**src/rtl/tap_tune_pkg.sv**
```systemverilog
package tap_tune_pkg;
  localparam int TAP_W    = 5;
  localparam int NUM_TAPS = 1 << TAP_W;
  localparam int LEN_W    = TAP_W + 1;
  localparam int CMD_W    = 6;
  localparam logic [CMD_W-1:0] CMD_TUNE_A = CMD_W'(19);
  localparam logic [CMD_W-1:0] CMD_TUNE_B = CMD_W'(21);

  typedef enum logic [2:0] {
    ST_IDLE,
    ST_REQ,
    ST_SETTLE,
    ST_SCAN,
    ST_FINISH
  } seq_state_e;

  typedef struct packed {
    logic sweepInit;
    logic record;
    logic recPass;
    logic scanInit;
    logic scanStep;
    logic commit;
  } seq_strobe_t;
endpackage

```
**src/rtl/tap_tune_dp.sv**
```systemverilog
module tap_tune_dp
  import tap_tune_pkg::*;
(
  input  logic                clk,
  input  logic                rstN,
  input  seq_strobe_t         stb,
  input  logic                dllMode,
  input  logic                cmdSel,
  output logic [TAP_W-1:0]    curTap,
  output logic                lastTap,
  output logic                scanLast,
  output logic [NUM_TAPS-1:0] passMap,
  output logic [CMD_W-1:0]    cmdIdx,
  output logic [TAP_W-1:0]    selTap,
  output logic                tuneFail,
  output logic                done
);
  localparam logic [LEN_W-1:0] LEN_MAX  = LEN_W'(NUM_TAPS);
  localparam logic [LEN_W-1:0] END_LINE = LEN_W'(NUM_TAPS - 1);
  localparam logic [LEN_W-1:0] END_RING = {LEN_W{1'b1}};
  localparam logic [TAP_W-1:0] RING_MID = TAP_W'(NUM_TAPS / 2);

  logic             wrapLat;
  logic [LEN_W-1:0] scanIdx;
  logic [TAP_W-1:0] runStart, bestStart;
  logic [LEN_W-1:0] runLen, bestLen;

  logic             scanBit, runFresh, allPass;
  logic [LEN_W-1:0] nextLen, scanEnd;
  logic [TAP_W-1:0] nextStart, halfLen, midTap;

  assign lastTap  = (curTap == {TAP_W{1'b1}});
  assign scanBit  = passMap[scanIdx[TAP_W-1:0]];
  assign runFresh = (runLen == '0);
  assign nextLen  = runFresh ? LEN_W'(1) : ((runLen == LEN_MAX) ? runLen : runLen + LEN_W'(1));
  assign nextStart = runFresh ? scanIdx[TAP_W-1:0] : runStart;
  assign scanEnd  = wrapLat ? END_RING : END_LINE;
  assign scanLast = (scanIdx == scanEnd);
  assign allPass  = &passMap;
  assign halfLen  = TAP_W'((bestLen - LEN_W'(1)) >> 1);
  assign midTap   = bestStart + halfLen;

  // Per-tap result bits
  for (genvar g = 0; g < NUM_TAPS; g++) begin : g_map
    always_ff @(posedge clk) begin
      if (!rstN || stb.sweepInit) passMap[g] <= 1'b0;
      else if (stb.record && curTap == TAP_W'(g)) passMap[g] <= stb.recPass;
    end
  end

  // Sweep position and latched sweep options
  always_ff @(posedge clk) begin
    if (!rstN) begin
      curTap  <= '0;
      wrapLat <= 1'b0;
      cmdIdx  <= CMD_TUNE_A;
    end else if (stb.sweepInit) begin
      curTap  <= '0;
      wrapLat <= dllMode;
      cmdIdx  <= cmdSel ? CMD_TUNE_B : CMD_TUNE_A;
    end else if (stb.record) begin
      curTap  <= curTap + TAP_W'(1);
    end
  end

  // Longest-run search, one tap per cycle; ring mode walks the map twice
  always_ff @(posedge clk) begin
    if (!rstN || stb.scanInit) begin
      scanIdx   <= '0;
      runStart  <= '0;
      runLen    <= '0;
      bestStart <= '0;
      bestLen   <= '0;
    end else if (stb.scanStep) begin
      scanIdx <= scanIdx + LEN_W'(1);
      if (scanBit) begin
        runLen   <= nextLen;
        runStart <= nextStart;
        if (nextLen > bestLen) begin
          bestLen   <= nextLen;
          bestStart <= nextStart;
        end
      end else begin
        runLen <= '0;
      end
    end
  end

  // Result commit
  always_ff @(posedge clk) begin
    if (!rstN) begin
      selTap   <= '0;
      tuneFail <= 1'b0;
      done     <= 1'b0;
    end else begin
      done <= stb.commit;
      if (stb.commit) begin
        if (bestLen == '0) begin
          tuneFail <= 1'b1;
        end else begin
          tuneFail <= 1'b0;
          selTap   <= (wrapLat && allPass) ? RING_MID : midTap;
        end
      end
    end
  end
endmodule

```
**src/rtl/tap_tune_ctrl.sv**
```systemverilog
module tap_tune_ctrl
  import tap_tune_pkg::*;
#(
  parameter int RSP_TIMEOUT = 64,
  parameter int TMR_W       = 16
) (
  input  logic             clk,
  input  logic             rstN,
  input  logic             tuneStart,
  input  logic             dataErr,
  input  logic [TMR_W-1:0] retunePeriod,
  input  logic             cmdAck,
  input  logic             cmdPass,
  input  logic             lastTap,
  input  logic             scanLast,
  output seq_strobe_t      stb,
  output logic             cmdReq,
  output logic             busy,
  output logic             sweepPhase
);
  localparam int TO_W = $clog2(RSP_TIMEOUT + 1);
  localparam logic [TO_W-1:0] TO_LAST = TO_W'(RSP_TIMEOUT - 1);

  seq_state_e       state, nextState;
  logic [TO_W-1:0]  toCnt;
  logic [TMR_W-1:0] tmrCnt;
  logic             tmrArmed, tmrExpire, trigger, rspTimeout;

  assign tmrArmed   = (retunePeriod != '0);
  assign tmrExpire  = (state == ST_IDLE) && tmrArmed && (tmrCnt >= retunePeriod - TMR_W'(1));
  assign trigger    = tuneStart || dataErr || tmrExpire;
  assign rspTimeout = (toCnt == TO_LAST);

  assign cmdReq     = (state == ST_REQ);
  assign busy       = (state != ST_IDLE);
  assign sweepPhase = (state == ST_REQ) || (state == ST_SETTLE);

  always_comb begin
    stb       = '0;
    nextState = state;
    unique case (state)
      ST_IDLE: begin
        if (trigger) begin
          stb.sweepInit = 1'b1;
          nextState     = ST_REQ;
        end
      end
      ST_REQ: begin
        if (cmdAck || rspTimeout) begin
          stb.record  = 1'b1;
          stb.recPass = cmdAck && cmdPass;
          if (lastTap) begin
            stb.scanInit = 1'b1;
            nextState    = ST_SCAN;
          end else begin
            nextState = ST_SETTLE;
          end
        end
      end
      ST_SETTLE: nextState = ST_REQ;
      ST_SCAN: begin
        stb.scanStep = 1'b1;
        if (scanLast) nextState = ST_FINISH;
      end
      ST_FINISH: begin
        stb.commit = 1'b1;
        nextState  = ST_IDLE;
      end
      default: nextState = ST_IDLE;
    endcase
  end

  always_ff @(posedge clk) begin
    if (!rstN) begin
      state  <= ST_IDLE;
      toCnt  <= '0;
      tmrCnt <= '0;
    end else begin
      state  <= nextState;
      toCnt  <= (state == ST_REQ && nextState == ST_REQ) ? toCnt + TO_W'(1) : '0;
      tmrCnt <= (state == ST_IDLE && tmrArmed && !trigger) ? tmrCnt + TMR_W'(1) : '0;
    end
  end
endmodule

```
**src/rtl/tap_tune_seq.sv**
```systemverilog
module tap_tune_seq
  import tap_tune_pkg::*;
#(
  parameter int RSP_TIMEOUT = 64,
  parameter int TMR_W       = 16
) (
  input  logic                clk,
  input  logic                rstN,
  input  logic                tuneStart,
  input  logic                dataErr,
  input  logic                dllMode,
  input  logic                cmdSel,
  input  logic [TMR_W-1:0]    retunePeriod,
  output logic                cmdReq,
  output logic [CMD_W-1:0]    cmdIdx,
  input  logic                cmdAck,
  input  logic                cmdPass,
  output logic [TAP_W-1:0]    delayTap,
  output logic [TAP_W-1:0]    selTap,
  output logic [NUM_TAPS-1:0] passMap,
  output logic                busy,
  output logic                done,
  output logic                tuneFail
);
  seq_strobe_t      stb;
  logic [TAP_W-1:0] curTap;
  logic             lastTap, scanLast, sweepPhase;

  tap_tune_ctrl #(
    .RSP_TIMEOUT(RSP_TIMEOUT),
    .TMR_W      (TMR_W)
  ) ctrl_i (
    .clk         (clk),
    .rstN        (rstN),
    .tuneStart   (tuneStart),
    .dataErr     (dataErr),
    .retunePeriod(retunePeriod),
    .cmdAck      (cmdAck),
    .cmdPass     (cmdPass),
    .lastTap     (lastTap),
    .scanLast    (scanLast),
    .stb         (stb),
    .cmdReq      (cmdReq),
    .busy        (busy),
    .sweepPhase  (sweepPhase)
  );

  tap_tune_dp dp_i (
    .clk     (clk),
    .rstN    (rstN),
    .stb     (stb),
    .dllMode (dllMode),
    .cmdSel  (cmdSel),
    .curTap  (curTap),
    .lastTap (lastTap),
    .scanLast(scanLast),
    .passMap (passMap),
    .cmdIdx  (cmdIdx),
    .selTap  (selTap),
    .tuneFail(tuneFail),
    .done    (done)
  );

  assign delayTap = sweepPhase ? curTap : selTap;
endmodule

```
**config.mk**
```make
export PLATFORM = sky130hd
export DESIGN_NAME = tap_tune_seq
export DESIGN_NICKNAME = d
export VERILOG_FILES = /design/src/rtl/tap_tune_pkg.sv /design/src/rtl/tap_tune_dp.sv /design/src/rtl/tap_tune_ctrl.sv /design/src/rtl/tap_tune_seq.sv
export SDC_FILE = /design/constraint.sdc
export NUM_CORES = 1
export LEC_CHECK = 0
export BUFFER_PORTS_ARGS = -buffer_cell sky130_fd_sc_hd__buf_2
export CAP_MARGIN = 20
export CORE_MARGIN = 2
export CORE_UTILIZATION = 31
export DETAILED_ROUTE_END_ITERATION = 6
export MAX_ROUTING_LAYER = met4
export SYNTH_ARGS = -nofsm -noshare
export SYNTH_HDL_FRONTEND = slang
export SYNTH_SLANG_ARGS = --single-unit
```
**constraint.sdc**
```tcl
create_clock -name clk -period 5.2 [get_ports clk]
set_clock_uncertainty 0.1 [all_clocks]
set_input_delay 1.04 -clock clk [delete_from_list [all_inputs] [get_ports clk]]
set_output_delay 1.04 -clock clk [all_outputs]
set_load 0.05 [all_outputs]
```
### Yosys cells after proc, flatten, opt, wreduce, memory -nomap -nowiden

Cells that the tools add are included.

* output and inout bits: 52
* word-level logic and storage cells: 180
* bits in registers: 105

* magnitude comparators: 3
* muxes and demuxes: 23
* bitwise logic cells: 2
* add/subtract/negate cells: 8
* equal/unequal tests: 39
* reduce and logical (&&, ||, !) cells: 59

Operators with widths (number)
* $eq A5 B5 Y1 const B: 16
* $eq A5 B4 Y1 const B: 8
* $logic_and A1 B1 Y1: 38
* $reduce_and A32 Y1: 1
* $mux W6: 4
* $eq A5 B3 Y1 const B: 4
* $mux W3: 6
* $add A16 B1 Y16 const B: 1
* $ge A16 B16 Y1: 1
* $reduce_bool A16 Y1: 1
* $sub A16 B1 Y16 const B: 1
* $mux W5: 3
* $add A6 B1 Y6 const B: 2
* $logic_not A6 Y1: 2
* $pmux W3 S4: 1
* $eq A5 B2 Y1 const B: 2
* $mux W1: 8
* $reduce_and A2 Y1: 4
* $add A7 B1 Y7 const B: 1
* $eq A7 B6 Y1 const B: 1
* $eq A3 B1 Y1 const B: 2
* $eq A3 B2 Y1 const B: 2
* $eq A6 B6 Y1: 1
* $eq A6 B6 Y1 const B: 1
* 16 further kinds: 23

### Logic depth before layout (Yosys ltp)

* depth in word-level cells: 9
* gate-level depth with buffers: 15
* depth with buffers taken out: 13

### Hierarchy

A second synthesis with hierarchy kept.

* cell total of the unflattened synthesis: 701
* area total of the unflattened synthesis: 5875.6 µm²

By module, submodules not included
* tap_tune_dp: cells each 483, area an instance 4055.1 µm², sequential area each 1501.4 µm², instances 1
* tap_tune_ctrl: cells each 213, area an instance 1764.2 µm², sequential area each 520.5 µm², instances 1
* tap_tune_seq: cells each 5, area an instance 56.3 µm², sequential area each 0.0 µm², instances 1

### Least setup slack after synthesis

OpenSTA, ideal clock, no wires.

* kind: input -> register
* start: input retunePeriod[0]
* end: register ctrl_i.tmrCnt[10]
* stages: 14
* setup slack: 1181 ps
* arrival time: 3854 ps
* required time: 5035 ps
* path buffers: 1
* cells stage by stage: inv_1 -> ha_1 -> nor3b_2 -> nand2_1 -> or4_1 -> xor2_1 -> ha_1 -> nand2_1 -> o21a_1 -> o221ai_1 -> a211oi_1 -> nand4_1 -> clkbuf_1 -> nor2_1

* longest elaborated chain between the ends: 7
* elaborated cells on any way between the ends: 9

Ends and longest elaborated chain
* from (decl): RTL line tap_tune_seq.sv:13 `input logic [TMR_W-1:0] retunePeriod,`
* $sub A16 B1 Y16 / $reduce_bool A16 Y1 (equally long branches): RTL line tap_tune_ctrl.sv:30, tap_tune_ctrl.sv:29
* $ge A16 B16 Y1 / $logic_and A1 B1 Y1 (equally long branches): RTL line tap_tune_ctrl.sv:30, tap_tune_ctrl.sv:81
* $logic_and A1 B1 Y1: RTL line tap_tune_ctrl.sv:30 `assign tmrExpire = (state == ST_IDLE) && tmrArmed && (tmrCnt >= retunePeriod - TMR_W'(1));`
* $logic_or A1 B1 Y1: RTL line tap_tune_ctrl.sv:31 `assign trigger = tuneStart || dataErr || tmrExpire;`
* $logic_not A1 Y1: RTL line tap_tune_ctrl.sv:81 `tmrCnt <= (state == ST_IDLE && tmrArmed && !trigger) ? tmrCnt + TMR_W'(1) : '0;`
* $logic_and A1 B1 Y1 *: RTL line tap_tune_ctrl.sv:81
* $reduce_and A2 Y1 (no source line) *
* to (signal assigned): RTL line tap_tune_ctrl.sv:81
* to (decl): RTL line tap_tune_ctrl.sv:26 `logic [TMR_W-1:0] tmrCnt;`

Every way passes the cells marked *; elsewhere a longest branch is shown, timed or not.
A chain may end at the register's enable or synchronous reset.

### Final worst setup path

* start: input retunePeriod[2]
* end: register ctrl_i.tmrCnt[9]

Same word-level chain as after synthesis.

==> impl.org <==
** Outcome
- The run finished with clean final reports.

** Clock tree
- The clock reaches the later pin of the worst-skew pair after between 300 and 400 ps.
- The H-tree generated during clock tree synthesis spans 3 levels.
- Clock tree from TritonCTS :: yes
- Clock-pin slew was measured on the worst setup and hold paths at about 70 ps.
- The tree is rooted in a sky130_fd_sc_hd__clkbuf_16.
- Cts-stage hold buffer count :: 0
- For this design, the sink count on the clock tree is around 100.
- Total of cells resized after clock tree synthesis :: 0
- The longest clock path from root to sink contains 2 buffers.
- Post-CTS setup-driven buffer insertion count :: 0
- Clock buffer count from CTS :: 9

** STA
- Crit path time final :: between 4000 and 5000 ps
- Timing would allow up to 232 MHz.
- Final setup violation count :: 0
- Smallest hold slack :: ~350 ps
- Tcrit/Tclk final :: between 80% and 90%
- Final-report max-slew violation count :: 0
- Worst rel slew slack :: between 20% and 30%
- Setup repair after global routing left no endpoint under its margin.
- Summed over all failing endpoints, the final setup total negative slack is 0 ps.
- For the pin with the worst max-slew slack, the measured transition is ~1100 ps.
- Fin. Hold Viols :: 0
- Setup slack closes at 889 ps.

** Critical path
- The critical path is of the in -> reg type.
- Data on the critical path arrives at its endpoint at 4490 ps.
- Broken down by cell family, the worst path's largest delay share belongs to simple AND/OR/NAND/NOR gates.
- Worst path buffer plus inverter count :: 1
- The critical path starts at retunePeriod[2].
- For the worst setup path, the data required time is 5380 ps.
- In this run the critical register-to-register path is launched from dp_i.scanIdx[1].
- Category of the worst setup path capture point :: register
- The worst setup path is launched from a primary input.
- Max stage delay on crit path :: between 600 and 700 ps
- Worst reg2reg path depth :: 6
- Reg-to-reg endpoint :: dp_i.bestLen[5]
- Critical-path top delay cell :: sky130_fd_sc_hd__nand4_1
- The worst register-to-register path has a setup slack of between 1500 and 2000 ps.
- Most prevalent standard cell on the critical path :: sky130_fd_sc_hd__nor3_1
- Traced cell by cell, the critical path runs through buf_2, nor3_1, nand3b_1, nand2b_1, nor3_1, xnor2_1, ha_1, a21o_1, a21oi_1, o221ai_1, a211oi_1, nand4_1, nor2_1.
- In this run the worst path has a maximum fanout of 16.

** Job
- Max capacitance violation total :: 0

** Floorplan
- From left edge to right edge, the die measures about 140 um.
- Top-level I/O count :: 76
- After floorplanning, the core was sized to cover between 15000 and 20000 um2.
- Total die area :: 20000 um2
- The floorplan has 50 rows.
- From bottom edge to top edge, the die measures 141 um.
- Starting density of the core :: a little under a third

** Synthesis
- For this run, the number of Yosys warnings is 0.
- Counting flops with an async set or reset pin after synthesis yields a share of 0%.
- Synth Instances :: about 660
- Synthesized area per cell :: between 8 and 9 um2
- Sequential fraction of the synthesis area :: about a third
- In this run the biggest area consumer among cell types represents around a third of the synthesized area.
- Summing every instance area after synthesis gives about 6000 um2.
- Yosys instantiated no cell more often than sky130_fd_sc_hd__nor2_1.
- Number of different library cells in the post-synthesis netlist :: 58
- Primary FF master, synth :: sky130_fd_sc_hd__dfxtp_1
- Dominant cell type by area after synthesis :: sky130_fd_sc_hd__dfxtp_1
- By area the synthesized netlist is led by sky130_fd_sc_hd__dfxtp_1 35%, sky130_fd_sc_hd__mux2i_1 10%, sky130_fd_sc_hd__ha_1 8.6%.
- The synthesized design contains 0 enable-type register cells.
- By count the netlist is led by 110 x sky130_fd_sc_hd__nor2_1, 101 x sky130_fd_sc_hd__dfxtp_1, 60 x sky130_fd_sc_hd__mux2i_1, 40 x sky130_fd_sc_hd__ha_1, 40 x sky130_fd_sc_hd__nand2_1.
- Number of synthesized register bits :: between 100 and 150

** Global route
- The number of global-route vias before repair is 4337.
- Total grt overflow :: 0
- Overall track demand over capacity in global routing :: approximately 15%
- Entering global routing, the biggest net connects 38 pins.
- The number of antenna violations at the first check in global routing was 0.
- Wire length of the first global-routing pass :: 22400 um

** Routing
- Vias per Instance :: 4.96
- In this run, the number of DRC markers left after iteration 0 of detailed routing was about 330.
- After detailed routing, the average wire length per cell comes to 14.5 um.
- In this run the remaining antenna-violating nets after routing total 0.
- DRT Pass-1 Iters :: 6
- Post-Route WL :: about 14000 um
- For this run, design rule violations remaining after detail routing come to 0.
- The final route contains ~4700 vias.

** Pwr
- In this run the power density over the cells is ~240 nW/um2.
- Lkg Pwr :: around 2.6 nW
- After layout, the design draws a total of ~1.6 mW.
- VDD sags by at most ~190 uV.

** Hold path
- For hold timing, the worst endpoint is ctrl_i.toCnt[0].
- Hold wc startpoint :: ctrl_i.toCnt[0]
- Counting instances, the worst hold path has a depth of 1.
- Classification of the worst-slack hold path :: reg -> reg

** Layout
- The area growth from synthesis to layout is 13.0%.
- Cell area after layout :: approximately 6600 um2
- Fraction of final layout cells sized beyond drive strength 1 :: 14.9%
- For this run, the post-layout net count is slightly below 800.
- 0 antenna diodes ended up in the layout.

** Placed design
- The congestion estimate from routability-driven global placement came to between 0.8 and 0.9.
- The wire-length estimate of the detail-placed layout is around 10000 um.
- Input and output buffers added on the ports amount to about 70.
- Area after DPL :: 6310 um2
- Timing analysis after detailed placement gives a worst setup slack of approximately 440 ps.
-- routing by layer --
metal / track usage [%] / vias up / part of all wire [%]
li1: - / 2408 / -
met1: 17.7 / 2193 / 44
met2: 23.8 / 104 / 50
met3: 2.50 / 18 / 4.2
met4: 7.16 / 0 / 2.0
met5: - / - / 0
-- cells by family (layout without fill, tap and decap cells) --
logic type	after synthesis	after routing	synth area share, %
AND/OR/NAND/NOR	265	265	21.8
flip-flops	101	101	34.6
AO/OA/AOI/OAI	70	70	8.57
multiplexers	69	69	12.8
buffers and inverters	61	116	5.25
XOR/XNOR	53	53	7.95
adder cells (fa/ha/maj)	41	41	8.91
other	2	4	0.129
-- registers in the layout (all words and copies together), names as in the netlist, 2 cells and up --
name and count:
dp_i.runLen 6, ctrl_i.state 3, dp_i.passMap 32, dp_i.bestLen 6, dp_i.cmdIdx 2, dp_i.bestStart 5
dp_i.selTap 5, ctrl_i.tmrCnt 16, ctrl_i.toCnt 7, dp_i.scanIdx 6, dp_i.curTap 5, dp_i.runStart 5
-- stage by stage --
stage,util (%),std cells
after floorplan,-,664
after global placement,33.9,937
after detailed placement,33.9,937
after CTS,35.5,953
after global routing,35.5,953
final,35.5,953
-- cells in the final DEF, fill, tap and decap left out, types with 19 or more instances in the layout --
cell | Yosys | final
sky130_fd_sc_hd__a21oi_1 | 19 | 19
sky130_fd_sc_hd__nor2_1 | 110 | 110
sky130_fd_sc_hd__buf_2 | 3 | 71
sky130_fd_sc_hd__ha_1 | 40 | 40
sky130_fd_sc_hd__nand4_1 | 21 | 21
sky130_fd_sc_hd__dfxtp_1 | 101 | 101
sky130_fd_sc_hd__nor3_1 | 19 | 19
sky130_fd_sc_hd__xor2_1 | 19 | 19
sky130_fd_sc_hd__xnor2_1 | 34 | 34
sky130_fd_sc_hd__nand3_1 | 22 | 22
sky130_fd_sc_hd__inv_1 | 26 | 26
sky130_fd_sc_hd__mux2i_1 | 60 | 60
sky130_fd_sc_hd__nand2_1 | 40 | 40
-- worst max-delay path by stage --
stage | endpoint | slack [ps] | cells after the start
6_report | ctrl_i.tmrCnt[9] | 890 | 13
5_1_grt | ctrl_i.tmrCnt[1] | 350 | 13
4_1_cts | ctrl_i.tmrCnt[9] | 800 | 13
3_5_place_dp | ctrl_i.tmrCnt[0] | 440 | 13
3_3_place_gp | ctrl_i.tmrCnt[5] | 530 | 13
2_1_floorplan | ctrl_i.tmrCnt[10] | 1180 | 14
-- final cells by class --
type	instances	area [um2]
fill	1889	12000
multi-input combinational	502	3520
sequential	101	2020
timing repair buffer	73	370
tap	234	293
clock buffer	13	250
inverter	27	101
clock inverter	3	45.0
-- power by group --
part / switching (mW) / leakage (nW) / internal, mW
clock network: 0.298 / 0.136 / 0.387
registers: 0.00923 / 0.814 / 0.779
logic: 0.0870 / 1.64 / 0.0384
total: 0.394 / 2.59 / 1.20
-- worst register-to-register path, delay by kind of cell, from the launching register on --
family / cells / cell delay (ps)
AOI/OAI and AO/OA: 1 / 420
DFF: 1 / 1070
and+or+nand+nor: 2 / 880
muxes: 3 / 1020
(Power assumes the default switching activity.)
